===== src/rtl/elastic_stage2_pkg.sv =====
package elastic_stage2_pkg;

  typedef enum logic [1:0] {
    OCC_EMPTY = 2'd0,
    OCC_HALF  = 2'd1,
    OCC_FULL  = 2'd2
  } occ_e;

  // Strobes from the control to the datapath, valid for one clock edge
  typedef struct packed {
    logic loadHead;   // capture the input word in the head slot
    logic loadTail;   // capture the input word in the tail slot
    logic promote;    // copy the tail slot into the head slot
  } slotCtrl_t;

endpackage


===== src/rtl/elastic_stage2_ctrl.sv =====
module elastic_stage2_ctrl
  import elastic_stage2_pkg::*;
(
  input  logic      clk,
  input  logic      rstN,
  input  logic      inValid,
  input  logic      outStop,
  output logic      inStop,
  output logic      outValid,
  output slotCtrl_t slotCtrl
);

  occ_e occ;
  occ_e occNext;
  logic stopReg;
  logic validReg;
  logic accept;
  logic deliver;

  assign accept  = inValid & ~stopReg;
  assign deliver = validReg & ~outStop;

  always_comb begin
    occNext  = occ;
    slotCtrl = '0;
    unique case (occ)
      OCC_EMPTY: begin
        if (accept) begin
          occNext           = OCC_HALF;
          slotCtrl.loadHead = 1'b1;
        end
      end
      OCC_HALF: begin
        unique case ({accept, deliver})
          2'b10: begin
            occNext           = OCC_FULL;
            slotCtrl.loadTail = 1'b1;
          end
          2'b01: begin
            occNext = OCC_EMPTY;
          end
          2'b11: begin
            occNext           = OCC_HALF;
            slotCtrl.loadHead = 1'b1;
          end
          default: occNext = OCC_HALF;
        endcase
      end
      OCC_FULL: begin
        if (deliver) begin
          occNext          = OCC_HALF;
          slotCtrl.promote = 1'b1;
        end
      end
      default: occNext = OCC_EMPTY;
    endcase
  end

  always_ff @(posedge clk or negedge rstN) begin
    if (!rstN) begin
      occ      <= OCC_EMPTY;
      stopReg  <= 1'b0;
      validReg <= 1'b0;
    end else begin
      occ      <= occNext;
      stopReg  <= (occNext == OCC_FULL);
      validReg <= (occNext != OCC_EMPTY);
    end
  end

  assign inStop   = stopReg;
  assign outValid = validReg;

endmodule


===== src/rtl/elastic_stage2_data.sv =====
module elastic_stage2_data
  import elastic_stage2_pkg::*;
#(
  parameter int DATA_W = 16
) (
  input  logic              clk,
  input  logic              rstN,
  input  slotCtrl_t         slotCtrl,
  input  logic [DATA_W-1:0] inData,
  output logic [DATA_W-1:0] outData
);

  localparam logic [DATA_W-1:0] ZERO_WORD = '0;

  logic [DATA_W-1:0] headSlot;
  logic [DATA_W-1:0] tailSlot;

  always_ff @(posedge clk or negedge rstN) begin
    if (!rstN) begin
      headSlot <= ZERO_WORD;
    end else if (slotCtrl.loadHead) begin
      headSlot <= inData;
    end else if (slotCtrl.promote) begin
      headSlot <= tailSlot;
    end
  end

  always_ff @(posedge clk or negedge rstN) begin
    if (!rstN) begin
      tailSlot <= ZERO_WORD;
    end else if (slotCtrl.loadTail) begin
      tailSlot <= inData;
    end
  end

  assign outData = headSlot;

endmodule


===== src/rtl/elastic_stage2.sv =====
module elastic_stage2
  import elastic_stage2_pkg::*;
#(
  parameter int DATA_W = 16
) (
  input  logic              clk,
  input  logic              rstN,
  input  logic              inValid,
  input  logic [DATA_W-1:0] inData,
  output logic              inStop,
  output logic              outValid,
  output logic [DATA_W-1:0] outData,
  input  logic              outStop
);

  slotCtrl_t slotCtrl;

  elastic_stage2_ctrl i_ctrl (
    .clk      (clk),
    .rstN     (rstN),
    .inValid  (inValid),
    .outStop  (outStop),
    .inStop   (inStop),
    .outValid (outValid),
    .slotCtrl (slotCtrl)
  );

  elastic_stage2_data #(
    .DATA_W (DATA_W)
  ) i_data (
    .clk      (clk),
    .rstN     (rstN),
    .slotCtrl (slotCtrl),
    .inData   (inData),
    .outData  (outData)
  );

endmodule


===== config.mk =====
export PLATFORM = sky130hd
export DESIGN_NAME = elastic_stage2
export DESIGN_NICKNAME = d
export VERILOG_FILES = /design/src/rtl/elastic_stage2_pkg.sv /design/src/rtl/elastic_stage2_ctrl.sv /design/src/rtl/elastic_stage2_data.sv /design/src/rtl/elastic_stage2.sv
export SDC_FILE = /design/constraint.sdc
export NUM_CORES = 1
export LEC_CHECK = 0
export BUFFER_PORTS_ARGS = -buffer_cell sky130_fd_sc_hd__buf_2
export CORE_MARGIN = 2
export CORE_UTILIZATION = 34
export CTS_BUF_LIST = sky130_fd_sc_hd__clkbuf_4 sky130_fd_sc_hd__clkbuf_8
export DETAILED_ROUTE_END_ITERATION = 16
export HOLD_SLACK_MARGIN = 0.02
export SYNTH_ARGS = -nofsm -noshare
export SYNTH_HDL_FRONTEND = slang
export SYNTH_HIERARCHICAL = 1
export SYNTH_SLANG_ARGS = --single-unit
export TNS_END_PERCENT = 30

===== constraint.sdc =====
create_clock -name clk -period 5.15 [get_ports clk]
set_clock_uncertainty 0.15 [all_clocks]
set_input_delay 1.03 -clock clk [delete_from_list [all_inputs] [get_ports clk]]
set_output_delay 1.03 -clock clk [all_outputs]
set_load 0.005 [all_outputs]

==> results of run 1 <==
## cell usage in the layout (no fill, tap or decap), types with 2 or more instances in the layout
master,synthesis,final
clkbuf_8,0,7
buf_2,1,37
a21oi_1,3,3
nor2_2,0,2
dfrtp_1,36,36
mux2i_1,16,16
mux2_4,10,10
mux2_2,6,6
nand2_1,17,17
o21ai_1,10,10
o21ai_0,7,7
## stage by stage
step                cell area [µm²]  std cells  hold WS, ns  power (mW)
detailed placement             1790        207        0.345       0.876
CTS                            1890        214        0.362        1.09
global placement               1790        207        0.339       0.854
global route                   1890        214        0.377        1.16
floorplan                      1610        123        0.330       0.755
finish                         1890        214        0.362        1.08
## routing by layer
layer	track usage (%)	part of all wire, %	up-vias
li1	-	-	499
met4	4.94	1.1	0
met5	0	0	-
met1	17.3	47	501
met2	19.9	45	38
met3	4.28	7.5	5
## synthesized netlist by cell type
| cell type | count |
|---|---|
| nand3b_1 | 1 |
| buf_6 | 2 |
| clkbuf_1 | 2 |
| mux2i_1 | 16 |
| nand2b_4 | 1 |
| mux2_4 | 10 |
| dfrtp_1 | 36 |
| or3b_4 | 1 |
| o21ai_1 | 10 |
| and2b_1 | 1 |
| mux2_2 | 6 |
| or2b_2 | 1 |
| o21ai_0 | 7 |
| nor2_1 | 2 |
| and2b_2 | 1 |
| nand2_1 | 17 |
| or3_1 | 1 |
| buf_2 | 1 |
| a21oi_2 | 1 |
| nor4b_1 | 1 |
| a21oi_1 | 3 |
| buf_12 | 2 |
## area by class of cell
type | instances | area (µm²) | share of cell area, %
timing repair buffer | 37 | 185 | 9.82
clock buffer | 7 | 96.3 | 5.11
tap | 54 | 67.6 | 3.58
sequential | 36 | 901 | 47.8
multi-input combinational | 80 | 636 | 33.7
## registers in the layout, indices dropped and copies added, names as in the netlist
signal,flops
i_data/tailSlot,16
i_ctrl/inStop,1
i_ctrl/occ,2
i_ctrl/outValid,1
i_data/outData,16
## kinds of logic after synthesis
logic type	after synthesis	share of synthesized area, %
flops	36	56.1
mux	32	23.5
simple gates	27	8.96
compound gates	21	6.78
buf+inv	7	4.67
## where the power goes
group          switching, mW  internal [mW]  total (mW)
Sequential            0.0807          0.421       0.502
Combinational          0.160          0.205       0.366
Clock                 0.0889          0.119       0.208
## worst max-delay path, cell delays in order
cell     delay, ns
buf_2         0.08
or3b_4        0.38
a21oi_2       0.94
o21ai_0       0.24
## path summary, 6_finish.rpt
| kind | from | end | slack (ns) | cells past startpoint |
|---|---|---|---|---|
| worst min register to register | i_data/tailSlot[5] | i_data/tailSlot[5] | 0.36 | 1 |
| worst min-delay path | i_data/tailSlot[5] | i_data/tailSlot[5] | 0.36 | 1 |
| min in group asynchronous | rstN | i_data/tailSlot[6] | 0.68 | 1 |
| worst max register to register | i_ctrl/occ[0] | i_data/outData[0] | 2.82 | 4 |
| worst max-delay path | inValid | i_data/outData[0] | 2.44 | 4 |
| max in group asynchronous | rstN | i_data/outData[13] | 3.68 | 1 |
==> metrics.md, run 1 <==
| Metric | Value |
|---|---|
| Routed vias/inst | 4.87 |
| DP Worst Slack | approximately 2.1 ns |
| PostCTS Resize Cnt | 0 |
| Peak supply drop | 0.000317 V |
| RD Place Congestion | 0.705 |
| Die X | 72.7 µm |
| Finish-stage setup viols | 0 |
| Mapped Cells | approximately 120 |
| Max Cap Viol | 0 |
| Layout cell share with drive strength beyond 1 | 41.9% |
| WP data arrival | about 2.7 ns |
| FF+latch count, synth | 36 |
| Relative slew slack | 13.1% |
| P_leak | 0.850 nW |
| Top post-synthesis cells by area | dfrtp_1 (56%), mux2i_1 (10%), mux2_4 (9.3%) |
| CTS Buffer Depth | 2 |
| Crit path max fanout | 33 |
| Worst Tran Pin Value | roughly 1.3 ns |
| Core area | 4630 µm² |
| Vias in the first global route | 1062 |
| RSZ-0062 raised after global routing | no |
| Starting Density | between 30% and 40% |
| Area share of the largest cell type after synthesis | 56.1% |
| Core Rows | 25 |
| Period utilization | ~53% |
| Synth cell types | 22 |
| IO Count | 38 |
| Fmax | 0.368 GHz |
| Status | finished, final reports clean |
| Post-synthesis instance area | 1610 µm² |
| Worst-skew pair later-pin latency | 0.28 ns |
| Min Clock Period, post-route | 2.71 ns |
| Yosys Warn Count | 6 |
| Area leader, netlist | dfrtp_1 |
| Vias | 1043 |
| Detailed Place HPWL | 2.07 mm |
| Final Max Slew Viols | 0 |
| # fillers | 436 |
| Drt first pass iters | 4 |
| Final nets | 180 |
| H-tree Lvls | 2 |
| Number of buffers created by CTS | 5 |
| Post-synthesis sequential area ratio | a little under three fifths |
| Setup crit end kind | flip-flop |
| GR Overflow Total | 0 |
| GRT Util Overall | about an eighth |
| Req. time, crit path | around 5 ns |
| Final worst setup slack | 2.44 ns |
| 1st-iter DRT viols | 84 |
| Die area | 5290 µm² |
| # Post-CTS Setup Buffers | 0 |
| Port Buffer Count | 37 |
| Area Growth Syn to Fin | 17.4% |
| N_diodes | 0 |
| Drt total wl | 3.03 mm |
| First-pass GRT wire length | between 5 and 6 mm |
| Clock slew at reported path FFs | 0.06 ns |
| Initial antenna violation count | 0 |
| Final ANT Viol Nets | 0 |
| Cell Pwr Density | roughly 570 nW/µm² |
| Largest net degree at the start of global routing | 37 |
| CTS tree | done |
| Worst min-delay path class | reg2reg |
| Final setup TNS | 0 ns |
| Crit path launch type | primary input |
| Synthesized Nets | 143 |
| CTS sink cnt | 36 |
| Average routed wire per standard cell | 14.2 µm |
| Clock root cell | clkbuf_8 |
| Chip Height | between 70 and 80 µm |
| Post-route DRC | 0 |
| Util after Layout | 40.7% |
| Worst setup path category | in2reg |
| Mapped Avg Cell Area | 13.1 µm² |
| Fin. Hold Viols | 0 |
| # hold bufs at CTS | 0 |
Power figures use the tool's default switching activity.
==> run 2: changes to the inputs <==
clock period = 2.29 ns   (was 5.15 ns; I/O delays follow)
==> metrics.md, run 2 (same netlist as run 1, synthesis figures left out) <==
| Metric | Value |
|---|---|
| Final setup TNS | 0 ns |
| DP Worst Slack | 0.422 ns |
| Area Growth Syn to Fin | 20.2% |
| Peak supply drop | about 0.00053 V |
| Status | finished, final reports clean |
| Clock slew at reported path FFs | 0.08 ns |
| Setup crit end kind | flip-flop |
| # hold bufs at CTS | 0 |
| Vias in the first global route | 1051 |
| Detailed Place HPWL | roughly 2.2 mm |
| WP data arrival | 1.76 ns |
| Core area | 4630 µm² |
| GR Overflow Total | 0 |
| Chip Height | approximately 73 µm |
| Hold slack final | 0.115 ns |
| RR Startpoint | i_ctrl/occ[1] |
| IO Count | 38 |
| Min Clock Period, post-route | around 1.8 ns |
| PostCTS Resize Cnt | 0 |
| Port Buffer Count | 37 |
| Clock root cell | clkbuf_8 |
| Worst min-delay path class | in2async |
| Layout cell share with drive strength beyond 1 | 44.3% |
| Drt first pass iters | 4 |
| Worst setup path category | reg2reg |
| Vias | 1074 |
| Cell Pwr Density | 1260 nW/µm² |
| Fin. Hold Viols | 0 |
| Average routed wire per standard cell | 13.9 µm |
| Final Max Slew Viols | 0 |
| Most frequent cells in the layout | buf_2 (37), dfrtp_1 (36), nand2_1 (17), mux2i_1 (16) |
| # fillers | 443 |
| CTS sink cnt | 36 |
| Crit path max fanout | 9 |
| RSZ-0062 raised after global routing | no |
| Max Cap Viol | 0 |
| Worst-skew pair later-pin latency | 0.28 ns |
| Number of buffers created by CTS | 5 |
| CTS Buffer Depth | 2 |
| Die area | 5290 µm² |
| Power, Total | 2.44 mW |
| CTS tree | done |
| Starting Density | 34.7% |
| Routed vias/inst | 4.86 |
| H-tree Lvls | 2 |
| Worst Tran Pin Value | between 0.8 and 0.9 ns |
| First-pass GRT wire length | 4.99 mm |
| Worst reg2reg endpoint | i_data/tailSlot[7] |
| Final ANT Viol Nets | 0 |
| Largest net degree at the start of global routing | 37 |
| Initial antenna violation count | 0 |
| Fmax | 0.571 GHz |
| Placed standard-cell area | 1830 µm² |
| Crit path launch type | flip-flop |
| GRT Util Overall | 12.4% |
| Reg2Reg Depth | 4 |
| Post-route DRC | 0 |
| Period utilization | 76.5% |
| # Post-CTS Setup Buffers | 0 |
| 1st-iter DRT viols | 89 |
| Final worst setup slack | 0.539 ns |
| N_diodes | 0 |
| Die X | 72.7 µm |
| Relative slew slack | 46.1% |
| Core Rows | 25 |
| Reg2reg setup slack | 0.54 ns |
| Finish-stage setup viols | 0 |
| Final nets | 186 |
| Post-route cell area | 1930 µm² |
| Req. time, crit path | 2.30 ns |
| Most common cell after layout, fill and taps aside | buf_2 |
| RD Place Congestion | 0.741 |
| P_leak | 0.880 nW |
| Drt total wl | 3.06 mm |
-- run 2: changes by cell type in the layout (fill, tap and decap cells not counted) --
cell	before	now
buf_4	0	6
clkbuf_4	0	1
clkbuf_8	7	6
clkinvlp_4	0	1
-- run 2: area by class of cell --
type | count | area (µm²) | area share, %
well taps | 54 | 67.6 | 3.50
flip-flops and latches | 36 | 901 | 46.6
multi-input cells | 80 | 636 | 32.9
repair buffers | 43 | 230 | 11.9
clock buffers | 7 | 90.1 | 4.66
clock inverters | 1 | 7.51 | 0.389
-- run 2: critical path, stage by stage, from the launching register on --
cell,delay (ns)
dfrtp_1,0.42
or3b_4,0.40
nor2_2,0.11
buf_4,0.23
mux2_4,0.32
-- run 2: through the flow --
stage          utilization [%]  instances
2_1_floorplan                -        123
3_3_place_gp              39.6        213
3_5_place_dp              39.6        213
4_1_cts                   41.7        221
5_1_grt                   41.7        221
6_report                  41.7        221
-- run 2: worst max path at each step --
stage | start | to | slack, ns | cells past startpoint
finish | i_ctrl/occ[1] | i_data/tailSlot[7] | 0.54 | 4
global route | i_ctrl/occ[1] | i_data/tailSlot[7] | 0.47 | 4
CTS | i_ctrl/occ[1] | i_data/tailSlot[7] | 0.53 | 4
detailed placement | inValid | i_data/tailSlot[13] | 0.42 | 5
global placement | inValid | i_data/tailSlot[5] | 0.46 | 5
floorplan | inValid | i_data/tailSlot[10] | 0.52 | 5
-- run 2: where the power goes --
part | switching [mW] | internal [mW] | total [mW]
logic | 0.355 | 0.486 | 0.841
registers | 0.185 | 0.946 | 1.13
clock network | 0.214 | 0.256 | 0.470
-- run 2: routing by layer --
| layer | GRT usage, % | routed length [µm] | vias up |
|---|---|---|---|
| met4 | 3.91 | 14 | 0 |
| li1 | - | - | 513 |
| met1 | 17.5 | 1510 | 517 |
| met2 | 17.6 | 1290 | 42 |
| met3 | 4.70 | 249 | 2 |
| met5 | 0 | 0 | - |
